File: src/rtl/wh_pkg.sv
// Shared definitions for the packet-holding merge switch.
package wh_pkg;
    // Header kind carried beside every cell; only the value at grant time matters.
    typedef enum logic [1:0] {
        PKT_PLAIN  = 2'b00,
        PKT_LOCK   = 2'b01,
        PKT_UNLOCK = 2'b10,
        PKT_SPARE  = 2'b11
    } pkt_kind_e;
endpackage

File: src/rtl/wh_arbiter.sv
// Pressure-first arbiter with rotating tie-break.
// Picks the requester with the largest pressure. Among equal pressures it
// scans upward from the input after last_idx. Assumes last_idx < N.
module wh_arbiter #(
    parameter  int N  = 3,
    parameter  int PW = 2,
    localparam int IW = (N > 1) ? $clog2(N) : 1
) (
    input  logic [N-1:0]         req,
    input  logic [N-1:0][PW-1:0] press,
    input  logic [IW-1:0]        last_idx,
    output logic                 any,
    output logic [IW-1:0]        win
);
    // Finds the top pressure, then the first matching requester after last_idx.
    always_comb begin
        logic [PW-1:0] top_p;
        logic          found;
        logic [IW:0]   cand;
        top_p = '0;
        for (int i = 0; i < N; i++) begin
            if (req[i] && (press[i] > top_p)) top_p = press[i];
        end
        found = 1'b0;
        win   = '0;
        for (int k = 1; k <= N; k++) begin
            cand = {1'b0, last_idx} + (IW+1)'(k);
            if (cand >= (IW+1)'(N)) cand = cand - (IW+1)'(N);
            if (!found && req[cand[IW-1:0]] && (press[cand[IW-1:0]] == top_p)) begin
                found = 1'b1;
                win   = cand[IW-1:0];
            end
        end
        any = |req;
    end
endmodule

File: src/rtl/wh_lock_ctl.sv
// Path reservation state.
// Sets a reservation when a lock packet is granted and clears it when the
// reserving input's unlock packet delivers its last cell. Assumes grant and
// end-of-packet never coincide, since grants occur only while idle.
module wh_lock_ctl #(
    parameter  int N  = 3,
    localparam int IW = (N > 1) ? $clog2(N) : 1
) (
    input  logic          clk,
    input  logic          rst_n,
    input  logic          grant_fire,
    input  logic [IW-1:0] grant_idx,
    input  logic [1:0]    grant_kind,
    input  logic          eop_fire,
    input  logic [1:0]    pkt_kind,
    output logic          lock_on,
    output logic [IW-1:0] lock_idx
);
    import wh_pkg::*;

    // Tracks which input, if any, holds the output reservation.
    always_ff @(posedge clk) begin
        if (!rst_n) begin
            lock_on  <= 1'b0;
            lock_idx <= '0;
        end else if (grant_fire && (grant_kind == PKT_LOCK)) begin
            lock_on  <= 1'b1;
            lock_idx <= grant_idx;
        end else if (eop_fire && lock_on && (pkt_kind == PKT_UNLOCK)) begin
            lock_on  <= 1'b0;
        end
    end
endmodule

File: src/rtl/wh_cell_mux.sv
// Output steering and ready fan-out.
// Forwards the owner's cell to the output and passes out_ready back to the
// owner only. Assumes owner < N whenever busy is high.
module wh_cell_mux #(
    parameter  int N  = 3,
    parameter  int DW = 16,
    localparam int IW = (N > 1) ? $clog2(N) : 1
) (
    input  logic                 busy,
    input  logic [IW-1:0]        owner,
    input  logic [N-1:0]         in_valid,
    input  logic [N-1:0][DW-1:0] in_data,
    input  logic [N-1:0]         in_last,
    input  logic                 out_ready,
    output logic                 out_valid,
    output logic [DW-1:0]        out_data,
    output logic                 out_last,
    output logic [N-1:0]         in_ready
);
    // One ready gate per input: only the owner sees output back-pressure.
    for (genvar g = 0; g < N; g++) begin : g_ready
        assign in_ready[g] = busy && (owner == IW'(g)) && out_ready;
    end

    // Output cell comes straight from the owner while a packet is held.
    assign out_valid = busy && in_valid[owner];
    assign out_data  = in_data[owner];
    assign out_last  = busy && in_last[owner];
endmodule

File: src/rtl/wh_switch.sv
// Packet-holding N-to-1 merge switch with path locking.
// Spends one idle cycle choosing a winner, then holds the output for that
// input until its last cell is accepted. A lock packet narrows eligibility to
// the locking input until its unlock packet completes. Assumes the header
// sideband (in_press, in_kind) is valid together with each header cell.
module wh_switch #(
    parameter  int N  = 3,
    parameter  int DW = 16,
    parameter  int PW = 2,
    localparam int IW = (N > 1) ? $clog2(N) : 1
) (
    input  logic                 clk,
    input  logic                 rst_n,
    input  logic [N-1:0]         in_valid,
    output logic [N-1:0]         in_ready,
    input  logic [N-1:0][DW-1:0] in_data,
    input  logic [N-1:0]         in_last,
    input  logic [N-1:0][PW-1:0] in_press,
    input  logic [N-1:0][1:0]    in_kind,
    output logic                 out_valid,
    input  logic                 out_ready,
    output logic [DW-1:0]        out_data,
    output logic                 out_last,
    output logic [IW-1:0]        out_src
);
    import wh_pkg::*;

    logic          busy;
    logic [IW-1:0] owner;
    logic [1:0]    own_kind;
    logic [IW-1:0] last_srv;
    logic [N-1:0]  elig;
    logic          arb_any;
    logic [IW-1:0] arb_win;
    logic          grant_fire;
    logic          eop_fire;
    logic          lock_on;
    logic [IW-1:0] lock_idx;

    // Eligibility: every valid input, or only the lock holder while reserved.
    for (genvar g = 0; g < N; g++) begin : g_elig
        assign elig[g] = in_valid[g] && (!lock_on || (lock_idx == IW'(g)));
    end

    wh_arbiter #(.N(N), .PW(PW)) u_arb (
        .req      (elig),
        .press    (in_press),
        .last_idx (last_srv),
        .any      (arb_any),
        .win      (arb_win)
    );

    assign grant_fire = !busy && arb_any;
    assign eop_fire   = busy && out_valid && out_ready && out_last;

    // Ownership register: set on grant, dropped after the last cell.
    always_ff @(posedge clk) begin
        if (!rst_n) begin
            busy     <= 1'b0;
            owner    <= '0;
            own_kind <= PKT_PLAIN;
            last_srv <= IW'(N - 1);
        end else if (grant_fire) begin
            busy     <= 1'b1;
            owner    <= arb_win;
            own_kind <= in_kind[arb_win];
            last_srv <= arb_win;
        end else if (eop_fire) begin
            busy     <= 1'b0;
        end
    end

    wh_lock_ctl #(.N(N)) u_lock (
        .clk        (clk),
        .rst_n      (rst_n),
        .grant_fire (grant_fire),
        .grant_idx  (arb_win),
        .grant_kind (in_kind[arb_win]),
        .eop_fire   (eop_fire),
        .pkt_kind   (own_kind),
        .lock_on    (lock_on),
        .lock_idx   (lock_idx)
    );

    wh_cell_mux #(.N(N), .DW(DW)) u_mux (
        .busy      (busy),
        .owner     (owner),
        .in_valid  (in_valid),
        .in_data   (in_data),
        .in_last   (in_last),
        .out_ready (out_ready),
        .out_valid (out_valid),
        .out_data  (out_data),
        .out_last  (out_last),
        .in_ready  (in_ready)
    );

    assign out_src = owner;
endmodule

File: config.mk
export PLATFORM = sky130hd
export DESIGN_NAME = wh_switch
export DESIGN_NICKNAME = d
export VERILOG_FILES = /design/src/rtl/wh_pkg.sv /design/src/rtl/wh_arbiter.sv /design/src/rtl/wh_lock_ctl.sv /design/src/rtl/wh_cell_mux.sv /design/src/rtl/wh_switch.sv
export SDC_FILE = /design/constraint.sdc
export NUM_CORES = 1
export LEC_CHECK = 0
export BUFFER_PORTS_ARGS = -buffer_cell sky130_fd_sc_hd__buf_2
export CAP_MARGIN = 20
export CORE_MARGIN = 2
export CORE_UTILIZATION = 44
export DETAILED_ROUTE_END_ITERATION = 10
export HOLD_SLACK_MARGIN = 0.08
export PLACE_DENSITY = 0.79
export SETUP_SLACK_MARGIN = 0.05
export SLEW_MARGIN = 30
export SYNTH_ARGS = -nofsm -noshare
export SYNTH_HDL_FRONTEND = slang
export SYNTH_SLANG_ARGS = --single-unit
File: constraint.sdc
create_clock -name clk -period 6.4 [get_ports clk]
set_input_delay 1.28 -clock clk [delete_from_list [all_inputs] [get_ports clk]]
set_output_delay 1.28 -clock clk [all_outputs]
set_load 0.02 [all_outputs]
==> impl_metrics.env <==
export IMPL_via_per_inst=5.179
export IMPL_drt_wirelength_per_cell_um=12.79
export IMPL_synth_edf_count=0
export IMPL_synth_distinct_cells=55
export IMPL_max_freq_mhz=194.0
export IMPL_port_buffers=91
export IMPL_overflow=0
export IMPL_peakVddDrop_mv=0.2399
export IMPL_initial_core_util=0.4621
export IMPL_grt_setup_unrepaired="no"
export IMPL_nets=367
export IMPL_max_slew_margin=0.4044
export IMPL_finalCriticalPeriod_ns=5.155
export IMPL_syn_area_per_cell_um2=7.544
export IMPL_async_flop_share=0
export IMPL_path_cells="buf_2, nand3_2, ha_1, nor2b_1, o21a_1, and2_1, a21oi_1, ha_1, nor2b_1, o21ai_1, o22ai_1, o22a_2, a2111oi_4, a211oi_2, a211oi_2, nor3b_1, a311o_1, o2111a_2, o21a_1"
export IMPL_synth_seq_cells=9
export IMPL_grt_pass1_wl_um=7072
export IMPL_area_growth_pct=31.96
export IMPL_holdPathStages=2
export IMPL_die_y_um=63.43
export IMPL_slew_viol_final=0
export IMPL_final_setup_skew_ns=0.001132
export IMPL_crit_path_start="in_valid[0]"
export IMPL_clk_root_buffer_cell="clkbuf_4"
export IMPL_leakage_nw=0.9031
export IMPL_dieArea_mm2=0.004023
export IMPL_crit_type="in -> reg"
export IMPL_routed_wl_um=4297
export IMPL_antenna_found_initial=0
export IMPL_post_cts_setup_buffer_count=0
export IMPL_worst_skew_pair_late_latency_ns=0.26
export IMPL_critical_path_endpoint_type="flip-flop"
export IMPL_cp_slowest_cell="a2111oi_4"
export IMPL_drtAntennaViolNets=0
export IMPL_nFillCells=320
export IMPL_io_pins=92
export IMPL_clock_sinks=9
export IMPL_ys_dominant_reg_cell="dfxtp_1"
export IMPL_critPathMaxStageDelay_ns=0.37
export IMPL_drive_gt1_frac=0.3966
export IMPL_cts_resized=0
export IMPL_drtIter0Drc=82
export IMPL_timing_final_crit_share=0.8055
export IMPL_clk_pin_slew_ns=0.06
export IMPL_cts_buffer_depth=2
export IMPL_track_usage=0.2113
export IMPL_r2r_setup_slack_ns=1.54
export IMPL_status="completed"
export IMPL_dp_slack_ns=0.9743
export IMPL_worstPathRequired_ns=6.56
export IMPL_diodes=0
export IMPL_cts_tree="done"
export IMPL_rows=21
export IMPL_ys_warnings_count=0
export IMPL_whs_ns=0.4861
export IMPL_startpoint_type="input port"
export IMPL_p_per_area_mw_per_mm2=400.1
export IMPL_drv_cap=0
export IMPL_hpwl_um=3530
export IMPL_grt_pass1_vias=1594
export IMPL_gp_congestion=0.8651
export IMPL_drt_first_pass_iters=4
export IMPL_setup_violations=0
export IMPL_die_width_um=63.43
export IMPL_worst_slack_ns=1.245
export IMPL_vias=1740
export IMPL_crit_arrival_ns=5.31
export IMPL_setup_tns_final_ns=0
export IMPL_syn_area_mm2=0.001554
export IMPL_hold_path_class="reg -> reg"
export IMPL_fp_coreArea_mm2=0.003363
export IMPL_cts_made_buffers=3
export IMPL_hold_end="own_kind[1]"
export IMPL_r2r_end="u_lock.lock_on"
export IMPL_reg2reg_depth=19
export IMPL_hold_viol=0
export IMPL_r2r_start="u_lock.lock_idx[0]"
export IMPL_ys_seq_area_frac=0.1159
export IMPL_syn_inst=206
export IMPL_grt_max_degree=31
export IMPL_cp_max_fo=4
export IMPL_hold_buffers=0
export IMPL_cts_htree_levels=1
export IMPL_syn_nets=282
export IMPL_min_from="own_kind[1]"
export IMPL_drc=0
export IMPL_tightest_slew_ns=0.8922
## registers in the layout, indices dropped and copies added (netlist names)
signal,flops
out_src,2
own_kind,2
u_lock.lock_idx,2
busy,1
last_srv,1
u_lock.lock_on,1
## synthesized netlist by cell type, types with 3 or more instances
cell | count | share of area
nor3_1 | 5 | 0.016
a21oi_1 | 8 | 0.026
and2_1 | 3 | 0.012
o21ai_0 | 20 | 0.064
ha_1 | 7 | 0.056
clkbuf_1 | 6 | 0.014
nor2b_1 | 3 | 0.012
o22ai_1 | 3 | 0.012
buf_2 | 3 | 0.0097
nand2_1 | 28 | 0.068
inv_1 | 7 | 0.017
dfxtp_1 | 9 | 0.12
nor2_1 | 10 | 0.024
nand2b_1 | 3 | 0.012
nand3_1 | 5 | 0.016
mux2i_1 | 26 | 0.17
nor3b_1 | 5 | 0.024
mux2_1 | 3 | 0.022
xnor2_1 | 7 | 0.039
o211ai_1 | 4 | 0.019
## worst max-delay path: cells and delay by family
kind,cells,cell delay (ns)
AOI/OAI and AO/OA,11,2.62
buffers and inverters,1,0.12
adders and majority gates,2,0.61
and+or+nand+nor,5,0.69
## per-stage QoR
| step | instance area, um^2 | utilization | std cells | power [W] |
|---|---|---|---|---|
| 6_report | 2051 | 0.6097 | 336 | 0.0008204 |
| 3_5_place_dp | 2024 | 0.6019 | 332 | 0.0007759 |
| 3_3_place_gp | 2022 | 0.6012 | 332 | 0.0007695 |
| 2_1_floorplan | 1554 | - | 206 | 0.0006280 |
| 4_1_cts | 2051 | 0.6097 | 336 | 0.0008215 |
| 5_1_grt | 2051 | 0.6097 | 336 | 0.0008948 |
## report_power, final
group,internal (W),total (W),switching (W)
sequential,0.0000736,0.000102,0.0000284
combinational,0.000280,0.000675,0.000396
clock,0.0000240,0.0000429,0.0000189
## metal layers
metal | vias up | share of wire | track usage
li1 | 924 | - | -
met1 | 772 | 0.46 | 0.2851
met2 | 42 | 0.49 | 0.3592
met3 | 2 | 0.044 | 0.03929
met4 | 0 | 0.0047 | 0.02446
met5 | - | 0 | 0
## placed cells by master (no fill, tap or decap), types with 2 or more instances in the layout
master,instances
clkbuf_4,3
a22oi_1,2
and2_1,3
a21oi_1,8
nor2b_1,3
a211oi_2,2
ha_1,7
buf_2,91
mux2_1,3
o22ai_1,3
xnor2_1,7
and3_1,2
o21a_1,2
nand2_1,28
dfxtp_1,9
mux2i_1,26
inv_1,7
nand2b_1,3
nand3_1,5
nor2_1,9
a211oi_1,2
nor3b_1,5
o211ai_1,4
o21ai_0,20
nor3_1,5
## layout make-up
cell class | count | area, um^2 | share of cell area
repair buffers | 92 | 462.9 | 0.2257
flip-flops and latches | 9 | 180.2 | 0.08786
well taps | 46 | 57.56 | 0.02807
inverters | 8 | 30.03 | 0.01464
multi-input cells | 177 | 1294 | 0.6309
clock buffers | 4 | 26.28 | 0.01281
## worst max-delay path by stage
stage,end,slack (ns),depth (start not counted)
6_report,u_lock.lock_on,1.24,19
2_1_floorplan,u_lock.lock_on,1.44,18
3_5_place_dp,u_lock.lock_on,0.97,19
4_1_cts,u_lock.lock_on,1.25,19
5_1_grt,u_lock.lock_idx[0],0.98,19
3_3_place_gp,u_lock.lock_on,1.16,19
## cells by family (layout without fill, tap and decap cells)
logic type | Yosys count | in the layout | synth area share
simple gates | 70 | 70 | 0.2279
buf+inv | 20 | 104 | 0.05314
compound gates | 62 | 62 | 0.3052
fa+ha+maj | 7 | 7 | 0.05636
xor+xnor | 8 | 8 | 0.04509
flops | 9 | 9 | 0.1159
mux | 30 | 30 | 0.1965
Power figures use the tool's default switching activity.
